[config.mk]
export PLATFORM = sky130hd
export DESIGN_NAME = adc_mode_seq
export DESIGN_NICKNAME = d
export VERILOG_FILES = /design/src/rtl/adc_seq_pkg.sv /design/src/rtl/adc_seq_fsm.sv /design/src/rtl/adc_seq_coef_bank.sv /design/src/rtl/adc_mode_seq.sv
export SDC_FILE = /design/constraint.sdc
export NUM_CORES = 1
export LEC_CHECK = 0
export ABC_AREA = 0
export ABC_CLOCK_PERIOD_IN_PS = 8500
export BUFFER_PORTS_ARGS = -buffer_cell sky130_fd_sc_hd__buf_4
export CAP_MARGIN = 20
export CORE_ASPECT_RATIO = 0.6
export CORE_UTILIZATION = 25
export CTS_CLUSTER_DIAMETER = 100
export CTS_CLUSTER_SIZE = 40
export DETAILED_ROUTE_END_ITERATION = 8
export SYNTH_ARGS = -nofsm -noshare
export SYNTH_HDL_FRONTEND = slang
export SYNTH_SLANG_ARGS = --single-unit
[constraint.sdc]
create_clock -name clk -period 8.5 [get_ports clk]
set_input_delay 0.425 -clock clk [delete_from_list [all_inputs] [get_ports clk]]
set_output_delay 0.425 -clock clk [all_outputs]
set_load 0.03 [all_outputs]
[src/rtl/adc_seq_pkg.sv]
package adc_seq_pkg;

    typedef enum logic [2:0] {
        MODE_CONT        = 3'b000,
        MODE_SINGLE      = 3'b001,
        MODE_IDLE        = 3'b010,
        MODE_OFF         = 3'b011,
        MODE_CAL_ZERO    = 3'b100,
        MODE_CAL_FS_INT  = 3'b101,
        MODE_CAL_SYS_OFF = 3'b110,
        MODE_CAL_SYS_FS  = 3'b111
    } mode_t;

    typedef enum logic [2:0] {
        ST_SETTLE,
        ST_STREAM,
        ST_SINGLE,
        ST_HOLD,
        ST_CAL,
        ST_IDLE,
        ST_OFF
    } seq_state_t;

    // State entered when an operation (re)starts in the given mode.
    function automatic seq_state_t entry_state(input mode_t m);
        seq_state_t s;
        unique case (m)
            MODE_CONT:   s = ST_SETTLE;
            MODE_SINGLE: s = ST_SINGLE;
            MODE_IDLE:   s = ST_IDLE;
            MODE_OFF:    s = ST_OFF;
            default:     s = ST_CAL;
        endcase
        return s;
    endfunction

endpackage

[src/rtl/adc_seq_fsm.sv]
module adc_seq_fsm
    import adc_seq_pkg::*;
#(
    parameter int DATA_W        = 24,
    parameter int FIRST_PERIODS = 2,
    parameter int CAL_SHORT     = 2,
    parameter int CAL_LONG      = 4,
    localparam int MAX_PERIODS  = (CAL_LONG > FIRST_PERIODS) ? CAL_LONG : FIRST_PERIODS,
    localparam int CNT_W        = $clog2(MAX_PERIODS + 1)
) (
    input  logic              clk,
    input  logic              rst_n,
    input  logic              restart,
    input  mode_t             entry_mode,
    input  logic              long_cal,
    input  logic              tick,
    input  logic [DATA_W-1:0] result,
    input  logic              data_rd,
    output logic              rdy_n,
    output logic [DATA_W-1:0] data_q,
    output logic              cal_done,
    output logic              mod_rst,
    output logic              pwr_dn
);

    localparam logic [CNT_W-1:0] FIRST_LAST = CNT_W'(FIRST_PERIODS - 1);
    localparam logic [CNT_W-1:0] SHORT_LAST = CNT_W'(CAL_SHORT - 1);
    localparam logic [CNT_W-1:0] LONG_LAST  = CNT_W'(CAL_LONG - 1);

    seq_state_t        state_q, state_d;
    logic [CNT_W-1:0]  cnt_q, cnt_d;
    logic [CNT_W-1:0]  cal_last_q, cal_last_d;
    logic              rdy_n_q, rdy_n_d;
    logic              latch;
    logic              done;

    // Next-state logic: restart has priority, then the counted tick.
    always_comb begin
        state_d    = state_q;
        cnt_d      = cnt_q;
        cal_last_d = cal_last_q;
        latch      = 1'b0;
        done       = 1'b0;
        if (restart) begin
            state_d    = entry_state(entry_mode);
            cnt_d      = '0;
            cal_last_d = long_cal ? LONG_LAST : SHORT_LAST;
        end else if (tick) begin
            unique case (state_q)
                ST_SETTLE: begin
                    if (cnt_q == FIRST_LAST) begin
                        latch   = 1'b1;
                        state_d = ST_STREAM;
                        cnt_d   = '0;
                    end else begin
                        cnt_d = cnt_q + 1'b1;
                    end
                end
                ST_STREAM: latch = 1'b1;
                ST_SINGLE: begin
                    if (cnt_q == FIRST_LAST) begin
                        latch   = 1'b1;
                        state_d = ST_HOLD;
                        cnt_d   = '0;
                    end else begin
                        cnt_d = cnt_q + 1'b1;
                    end
                end
                ST_CAL: begin
                    if (cnt_q == cal_last_q) begin
                        done    = 1'b1;
                        state_d = ST_IDLE;
                        cnt_d   = '0;
                    end else begin
                        cnt_d = cnt_q + 1'b1;
                    end
                end
                ST_HOLD, ST_IDLE, ST_OFF: ;
            endcase
        end

        if (restart)            rdy_n_d = 1'b1;
        else if (latch || done) rdy_n_d = 1'b0;
        else if (data_rd)       rdy_n_d = 1'b1;
        else                    rdy_n_d = rdy_n_q;
    end

    // State register.
    always_ff @(posedge clk) begin
        if (!rst_n) begin
            state_q    <= ST_SETTLE;
            cnt_q      <= '0;
            cal_last_q <= SHORT_LAST;
            rdy_n_q    <= 1'b1;
            data_q     <= '0;
        end else begin
            state_q    <= state_d;
            cnt_q      <= cnt_d;
            cal_last_q <= cal_last_d;
            rdy_n_q    <= rdy_n_d;
            if (latch) data_q <= result;
        end
    end

    // Outputs decoded from the state.
    always_comb begin
        mod_rst = 1'b0;
        pwr_dn  = 1'b0;
        unique case (state_q)
            ST_IDLE: mod_rst = 1'b1;
            ST_OFF, ST_HOLD: begin
                mod_rst = 1'b1;
                pwr_dn  = 1'b1;
            end
            ST_SETTLE, ST_STREAM, ST_SINGLE, ST_CAL: ;
        endcase
    end

    assign rdy_n    = rdy_n_q;
    assign cal_done = done;

endmodule

[src/rtl/adc_seq_coef_bank.sv]
module adc_seq_coef_bank #(
    parameter int          CHAN_W   = 3,
    parameter int          DATA_W   = 24,
    parameter logic [DATA_W-1:0] RESET_FS = '0,
    localparam int         NCH      = 1 << CHAN_W
) (
    input  logic              clk,
    input  logic              rst_n,
    input  logic              off_we,
    input  logic              fs_we,
    input  logic [CHAN_W-1:0] wr_chan,
    input  logic [DATA_W-1:0] wr_data,
    input  logic [CHAN_W-1:0] rd_chan,
    output logic [DATA_W-1:0] off_rd,
    output logic [DATA_W-1:0] fs_rd
);

    logic [DATA_W-1:0] off_q [NCH];
    logic [DATA_W-1:0] fs_q  [NCH];

    for (genvar ch = 0; ch < NCH; ch++) begin : g_chan
        always_ff @(posedge clk) begin
            if (!rst_n) begin
                off_q[ch] <= '0;
                fs_q[ch]  <= RESET_FS;
            end else if (wr_chan == CHAN_W'(ch)) begin
                if (off_we) off_q[ch] <= wr_data;
                if (fs_we)  fs_q[ch]  <= wr_data;
            end
        end
    end

    assign off_rd = off_q[rd_chan];
    assign fs_rd  = fs_q[rd_chan];

endmodule

[src/rtl/adc_mode_seq.sv]
module adc_mode_seq
    import adc_seq_pkg::*;
#(
    parameter int                DATA_W        = 24,
    parameter int                CHAN_W        = 3,
    parameter int                GAIN_W        = 3,
    parameter int                FIRST_PERIODS = 2,
    parameter int                CAL_SHORT     = 2,
    parameter int                CAL_LONG      = 4,
    parameter logic [DATA_W-1:0] PRESET_G1     = 24'h800000,
    parameter logic [DATA_W-1:0] PRESET_G128   = 24'h7FF000
) (
    input  logic              clk,
    input  logic              rst_n,
    input  logic              mode_we,
    input  logic [2:0]        mode_in,
    input  logic              cfg_we,
    input  logic [CHAN_W-1:0] chan_in,
    input  logic [GAIN_W-1:0] gain_in,
    input  logic              io_we,
    input  logic              conv_tick,
    input  logic [DATA_W-1:0] conv_result,
    input  logic              data_rd,
    input  logic [CHAN_W-1:0] coef_chan,
    output logic              rdy_n,
    output logic [DATA_W-1:0] data_out,
    output logic [2:0]        mode_out,
    output logic              cal_err,
    output logic              mod_rst,
    output logic              pwr_dn,
    output logic [DATA_W-1:0] off_coef,
    output logic [DATA_W-1:0] fs_coef
);

    localparam logic [GAIN_W-1:0] GAIN_UNITY = '0;
    localparam logic [GAIN_W-1:0] GAIN_TOP   = '1;

    mode_t             mode_q, mode_cand, mode_eff;
    logic [CHAN_W-1:0] chan_q;
    logic [GAIN_W-1:0] gain_q, gain_eff;
    logic              err_q;
    logic              mode_req_bad, cfg_bad, restart, long_cal, cal_done;
    logic              preset_we, off_we, fs_we;
    logic [DATA_W-1:0] coef_wdata;
    logic [CHAN_W-1:0] coef_wchan;

    // Write decode: effective gain, rejection of the forbidden calibration.
    always_comb begin
        gain_eff     = cfg_we ? gain_in : gain_q;
        mode_req_bad = mode_we && (mode_t'(mode_in) == MODE_CAL_FS_INT) && (gain_eff == GAIN_TOP);
        mode_cand    = (mode_we && !mode_req_bad) ? mode_t'(mode_in) : mode_q;
        cfg_bad      = cfg_we && (mode_cand == MODE_CAL_FS_INT) && (gain_eff == GAIN_TOP);
        mode_eff     = cfg_bad ? MODE_IDLE : mode_cand;
        restart      = (mode_we && !mode_req_bad) || cfg_we || io_we;
        long_cal     = (mode_eff == MODE_CAL_FS_INT) && (gain_eff != GAIN_UNITY);
    end

    always_ff @(posedge clk) begin
        if (!rst_n) begin
            mode_q <= MODE_CONT;
            chan_q <= '0;
            gain_q <= GAIN_UNITY;
            err_q  <= 1'b0;
        end else begin
            if (restart)       mode_q <= mode_eff;
            else if (cal_done) mode_q <= MODE_IDLE;
            if (cfg_we) begin
                chan_q <= chan_in;
                gain_q <= gain_in;
            end
            if (mode_req_bad || cfg_bad) err_q <= 1'b1;
            else if (mode_we)            err_q <= 1'b0;
        end
    end

    adc_seq_fsm #(
        .DATA_W        (DATA_W),
        .FIRST_PERIODS (FIRST_PERIODS),
        .CAL_SHORT     (CAL_SHORT),
        .CAL_LONG      (CAL_LONG)
    ) u_fsm (
        .clk        (clk),
        .rst_n      (rst_n),
        .restart    (restart),
        .entry_mode (mode_eff),
        .long_cal   (long_cal),
        .tick       (conv_tick),
        .result     (conv_result),
        .data_rd    (data_rd),
        .rdy_n      (rdy_n),
        .data_q     (data_out),
        .cal_done   (cal_done),
        .mod_rst    (mod_rst),
        .pwr_dn     (pwr_dn)
    );

    // Coefficient writes: calibration result or gain preset (never both,
    // since a configuration write restarts the sequencer).
    always_comb begin
        preset_we  = cfg_we && ((gain_in == GAIN_UNITY) || (gain_in == GAIN_TOP));
        off_we     = cal_done && !mode_q[0];
        fs_we      = (cal_done && mode_q[0]) || preset_we;
        coef_wchan = preset_we ? chan_in : chan_q;
        if (preset_we) coef_wdata = (gain_in == GAIN_TOP) ? PRESET_G128 : PRESET_G1;
        else           coef_wdata = conv_result;
    end

    adc_seq_coef_bank #(
        .CHAN_W   (CHAN_W),
        .DATA_W   (DATA_W),
        .RESET_FS (PRESET_G1)
    ) u_coef (
        .clk     (clk),
        .rst_n   (rst_n),
        .off_we  (off_we),
        .fs_we   (fs_we),
        .wr_chan (coef_wchan),
        .wr_data (coef_wdata),
        .rd_chan (coef_chan),
        .off_rd  (off_coef),
        .fs_rd   (fs_coef)
    );

    assign mode_out = mode_q;
    assign cal_err  = err_q;

endmodule

# [Yosys cells after proc, flatten, opt, wreduce, memory -nomap -nowiden]
# Memories as Yosys holds them, arrays and structs flattened.
# Cells that the tools add are included.
[op_classes] add_sub_neg=1 n_reduce_logical=34 n_mux=100 bitwise_logic=17 div=0 eq_ne=26 magnitude_cmp=0 mul=0 shifts=0
[ops] cell="$mux 24" count=18
[ops] cell="$mux 1" count=64
[ops] cell="$mux 3" count=13
[ops] cell="$eq 3x3->1 const B" count=12
[ops] cell="$eq 3x2->1 const B" count=6
[ops] cell="$or 1x1->1" count=16
[ops] cell="$eq 3x1->1 const B" count=4
[ops] cell="$logic_not 3->1" count=4
[ops] cell="$pmux 3 s4" count=1
[ops] cell="$reduce_bool 2->1" count=5
[ops] cell="$logic_and 1x1->1" count=9
[ops] cell="$ne 3x2->1 const B" count=3
[ops] cell="$pmux 3 s3" count=1
[ops] cell="$logic_or 1x1->1" count=6
[ops] cell="$pmux 3 s2" count=1
[ops] cell="$reduce_or 2->1" count=3
[ops] cell="$reduce_and 5->1" count=1
[ops] cell="$reduce_bool 4->1" count=1
[ops] cell="$add 3x1->3 const B" count=1
[ops] cell="$eq 3x3->1" count=1
[ops] cell="$reduce_bool 3->1" count=1
[ops] cell="$reduce_or 3->1" count=1
[ops] cell="$logic_not 1->1" count=2
[ops] cell="$mux 2" count=1
[ops] cell="other kinds (3)" count=3
[totals] n_memories=2 regBits=44 output_inout_bits=79 word_cells=189 mem_bits_ro=0 ramBits=384 in_bits=43 latchBits=0
[mem_list] memory="u_coef.fs_q" words=8 word_bits=24 read_ports=1 rd_ports_with_merged_regs=0 wr=8 line="adc_seq_coef_bank.sv:19" rtl="logic [DATA_W-1:0] fs_q [NCH];"
[mem_list] memory="u_coef.off_q" words=8 word_bits=24 read_ports=1 rd_ports_with_merged_regs=0 wr=8 line="adc_seq_coef_bank.sv:18" rtl="logic [DATA_W-1:0] off_q [NCH];"

# [Depth between registers and ports, before layout]
[depth] ltp_word=15 ltp_mapped=9 mapped_depth_nobuf=7

# [Cells and area by module]
# A second synthesis with hierarchy kept.
[hier_totals] hier_cells=1393 hier_area_um2=19608.8
[modules_own_cells] module="adc_seq_coef_bank" cells_each=1100 n_inst=1 seq_area_each_um2=11531.1 area_per_inst_um2=17276.6
[modules_own_cells] module="adc_seq_fsm" cells_each=173 n_inst=1 seq_area_each_um2=640.6 area_per_inst_um2=1471.4
[modules_own_cells] module="adc_mode_seq" cells_each=120 n_inst=1 seq_area_each_um2=200.2 area_per_inst_um2=860.8

# [Worst setup path after synthesis]
# No wires, ideal clock.
[synth_path] kind="flip-flop to flip-flop" from="register u_fsm.state_q[1]" to="memory u_coef.fs_q[0][0], enable pin" required_ps=8058 t_arrival_ps=3816 setup_time_ps=442 path_stages_with_launch=6 path_slack_ps=4242 path_buffers=0 period_less_slack_ps=4258 path_cell_list="dfxtp_1 > or3b_1 > or4b_4 > a2111oi_2 > nor2_1 > o31ai_1"
[synth_rtl] element="start, declared" line="adc_seq_fsm.sv:30" rtl="seq_state_t state_q, state_d;"
[synth_rtl] element="start signal, assigned" line="adc_seq_fsm.sv:97" rtl="state_q <= state_d;"
[synth_rtl] element="end, declared" line="adc_seq_coef_bank.sv:19"

==> results.md <==
* Status: finished clean
* CP max stage delay at 0.69 ns
* Top cells by area, synth: edfxtp_1, mux4_2, nor3_1
* Hold Vio Cnt, Final at 0
* TritonCTS Buffers at 15
* Synth unique cells at 52
* Area Overhead vs Synth at 13.8%
* Worst Max-Slew Pin Slew at approximately 1.2 ns
* Met1 Routed Length at 22500 µm
* Seq cells post-synth at roughly 430
* Routed Antenna Nets at 0
* Via density at 4.92
* Logic pwr share at 0.128
* Asr flop ratio synth at 0
* Top Layer Used: met4
* Net Sw Frac at 0.259
* Crit-path slowest cell: a2111oi_4
* Wire per inst at 21.6 µm
* Antenna Cells at 0
* Max frequency at 276 MHz
* CP Data Required Time at 8.69 ns
* Clock network power share at 0.258
* Width of the chip at ~360 µm
* Vias at 11600
* GRT overflow at 0
* Crit. End Element: flop
* Final Max Tran Viols at 0
* Detailed placer's ending HPWL at 31400 µm
* Type of the worst min-delay path: in -> reg
* Postcts setup bufs at 0
* Pleak at 7.12 nW
* H-tree depth at 1
* Dominant cell by count in the synthesized netlist: edfxtp_1
* Later-pin clock latency in the skew report at 0.55 ns
* CTS sink count at between 400 and 500
* Post-CTS Hold Buffers at 0
* Post-Place Setup Slack at 4.61 ns
* Startpoint Class: flop
* Clk buf depth at 3
* Flop pwr share at 0.614
* Post-Syn Area at ~19000 µm²
* TritonCTS clock tree: done
* Register area share after synthesis at 0.654
* Area share of the largest cell type after synthesis at 0.609
* Cell Pwr Density at 179 nW/µm²
* Initial core utilization at 0.255
* Clk slew on worst S/H paths at ~0.15 ns
* Cells after Synth at 1304
* Largest net degree at the start of global routing at 97
* Setup WS post-layout at 4.88 ns
* Port bufs at 121
* Post-synth top flop: edfxtp_1
* Slew headroom at 0.233
* Layout cells sized above 1 at 0.309
* Count of final setup violators at 0
* Sw power at 1.00 mW
* Max FO, Critical Path at 20
* Yosys top cell by area: edfxtp_1
* Tot GR Track Use at 0.130
* Arrival @ worst endpoint at 3.81 ns
* RSZ-0062 raised after global routing: false
* Die area at 76800 µm²
* Critical path type: reg -> reg
* Internal at 2.86 mW
* Metal3 WL at 5030 µm
* Cts repair resizes at 0
* Vias in the first global route at 11100
* First-pass GRT wire length at 74800 µm
* Mean Syn Cell Area at 14.5 µm²
* Ys Warns at 0
* # nets final at 1407
* # DRC at 0
* Critical-path cell list: or3b_1 -> or4b_4 -> a2111oi_4 -> nand2_1 -> o21ai_2 -> buf_4
* DIE HEIGHT at 215 µm
* DRC marker count from the first detailed-route iteration at ~1100
* Final RePlAce weighted congestion at 0.767
* Metal2 WL at 22900 µm
* Core ar. at around 74000 µm²
* Final worst-path cycle share at 0.426
* Initial antenna violation count at 0
* Total negative slack at 0 ns
* Net count after synthesis at 1349
* Number of enable flip-flop cells after synthesis at 384
* VDD IR-drop max at ~0.12 mV
* Cell Rows at 77
* Setup Skew at 0.0336 ns
* List of most frequent post-synthesis cells: edfxtp_1, nor3_1, nor2_1
* IO Count at 122
* Root Buffer: clkbuf_16
* Drt pass-1 iters at 5
* Routed WL at roughly 51000 µm
* MaxCap Viol Count at 0
* Final Critical Period at 3.62 ns
[per-layer routing]
| layer | vias up | GRT usage |
|---|---|---|
| met5 | - | 0 |
| met4 | 0 | 0.0131 |
| met3 | 29 | 0.0339 |
| met2 | 521 | 0.197 |
| met1 | 5984 | 0.192 |
| li1 | 5041 | - |
[layout by cell type (no fill, tap or decap), types with 3 or more instances in the layout]
cell / Yosys / routed
clkbuf_16: 0 / 15
mux2i_1: 36 / 33
o31ai_4: 0 / 8
a21o_1: 3 / 3
o21ai_0: 14 / 6
inv_1: 7 / 7
nor3b_1: 3 / 3
buf_4: 0 / 167
dfxtp_1: 42 / 42
nor2_2: 60 / 60
nor3_1: 186 / 186
or3_1: 9 / 9
nor2b_1: 5 / 5
mux2_2: 51 / 51
clkbuf_1: 108 / 3
nand2b_1: 3 / 3
o211ai_1: 3 / 3
nor2_1: 171 / 171
nand4b_1: 7 / 7
o21ai_2: 0 / 8
mux4_2: 96 / 96
nand2_1: 24 / 24
edfxtp_1: 384 / 384
or4b_1: 3 / 3
mux2i_4: 0 / 3
a21oi_1: 23 / 23
[cell type report]
class	count	area [µm²]
clock inverters	5	62.6
well taps	987	1230
multi-input cells	744	6190
clock buffers	18	387
fillers	7385	52700
inverters	7	26.3
flip-flops and latches	426	12400
repair buffers	168	1260
[power groups by stage]
stage | registers, mW | clock network [mW] | logic [mW]
detailed placement | 2.42 | 0 | 0.501
finish | 2.37 | 0.997 | 0.495
floorplan | 2.42 | 0 | 0.294
global route | 2.38 | 1.08 | 0.526
global placement | 2.41 | 0 | 0.496
CTS | 2.37 | 1.02 | 0.502
[worst paths after layout]
path / slack, ns / cells past startpoint / to / startpoint
min reg2reg: 0.49 / 2 / u_fsm.cal_last_q[1] / u_fsm.cal_last_q[1]
min: 0.12 / 3 / u_fsm.data_q[22] / conv_result[22]
max: 4.88 / 6 / u_coef.off_q[2][20] / u_fsm.cnt_q[0]
max reg2reg: 4.88 / 6 / u_coef.off_q[2][20] / u_fsm.cnt_q[0]
[cell families after synthesis]
logic type                 Yosys count  synth area share
xor gates and xnor gates             2          0.000926
DFF                                426             0.654
muxes                              183             0.164
and+or+nand+nor                    488             0.126
buffers and inverters              134            0.0293
adders and majority gates            2           0.00132
AOI/OAI and AO/OA                   69            0.0250
[worst max-delay path, delay by kind of cell, from the launching register on]
kind	cells	cell delay (ns)
DFF	1	0.42
and+or+nand+nor	3	1.33
buffers and inverters	1	0.45
AOI/OAI and AO/OA	2	1.06
[state kept, by name (all words and copies together), names as in the netlist, 3 cells and up]
register	flops
chan_q	3
gain_q	3
mode_out	3
u_coef.fs_q	192
u_coef.off_q	192
u_fsm.cnt_q	3
u_fsm.data_q	24
u_fsm.state_q	3
[stage by stage]
step	utilization	cells	power [mW]	hold WS (ns)	instance area, µm²
floorplan	-	1304	2.71	0.448	18900
global placement	0.284	2332	2.91	0.465	21100
detailed placement	0.284	2332	2.92	0.475	21100
CTS	0.290	2355	3.89	0.104	21500
global route	0.290	2355	3.98	0.112	21500
finish	0.290	2355	3.86	0.115	21500
No activity file was read; power rests on OpenSTA's default activity.
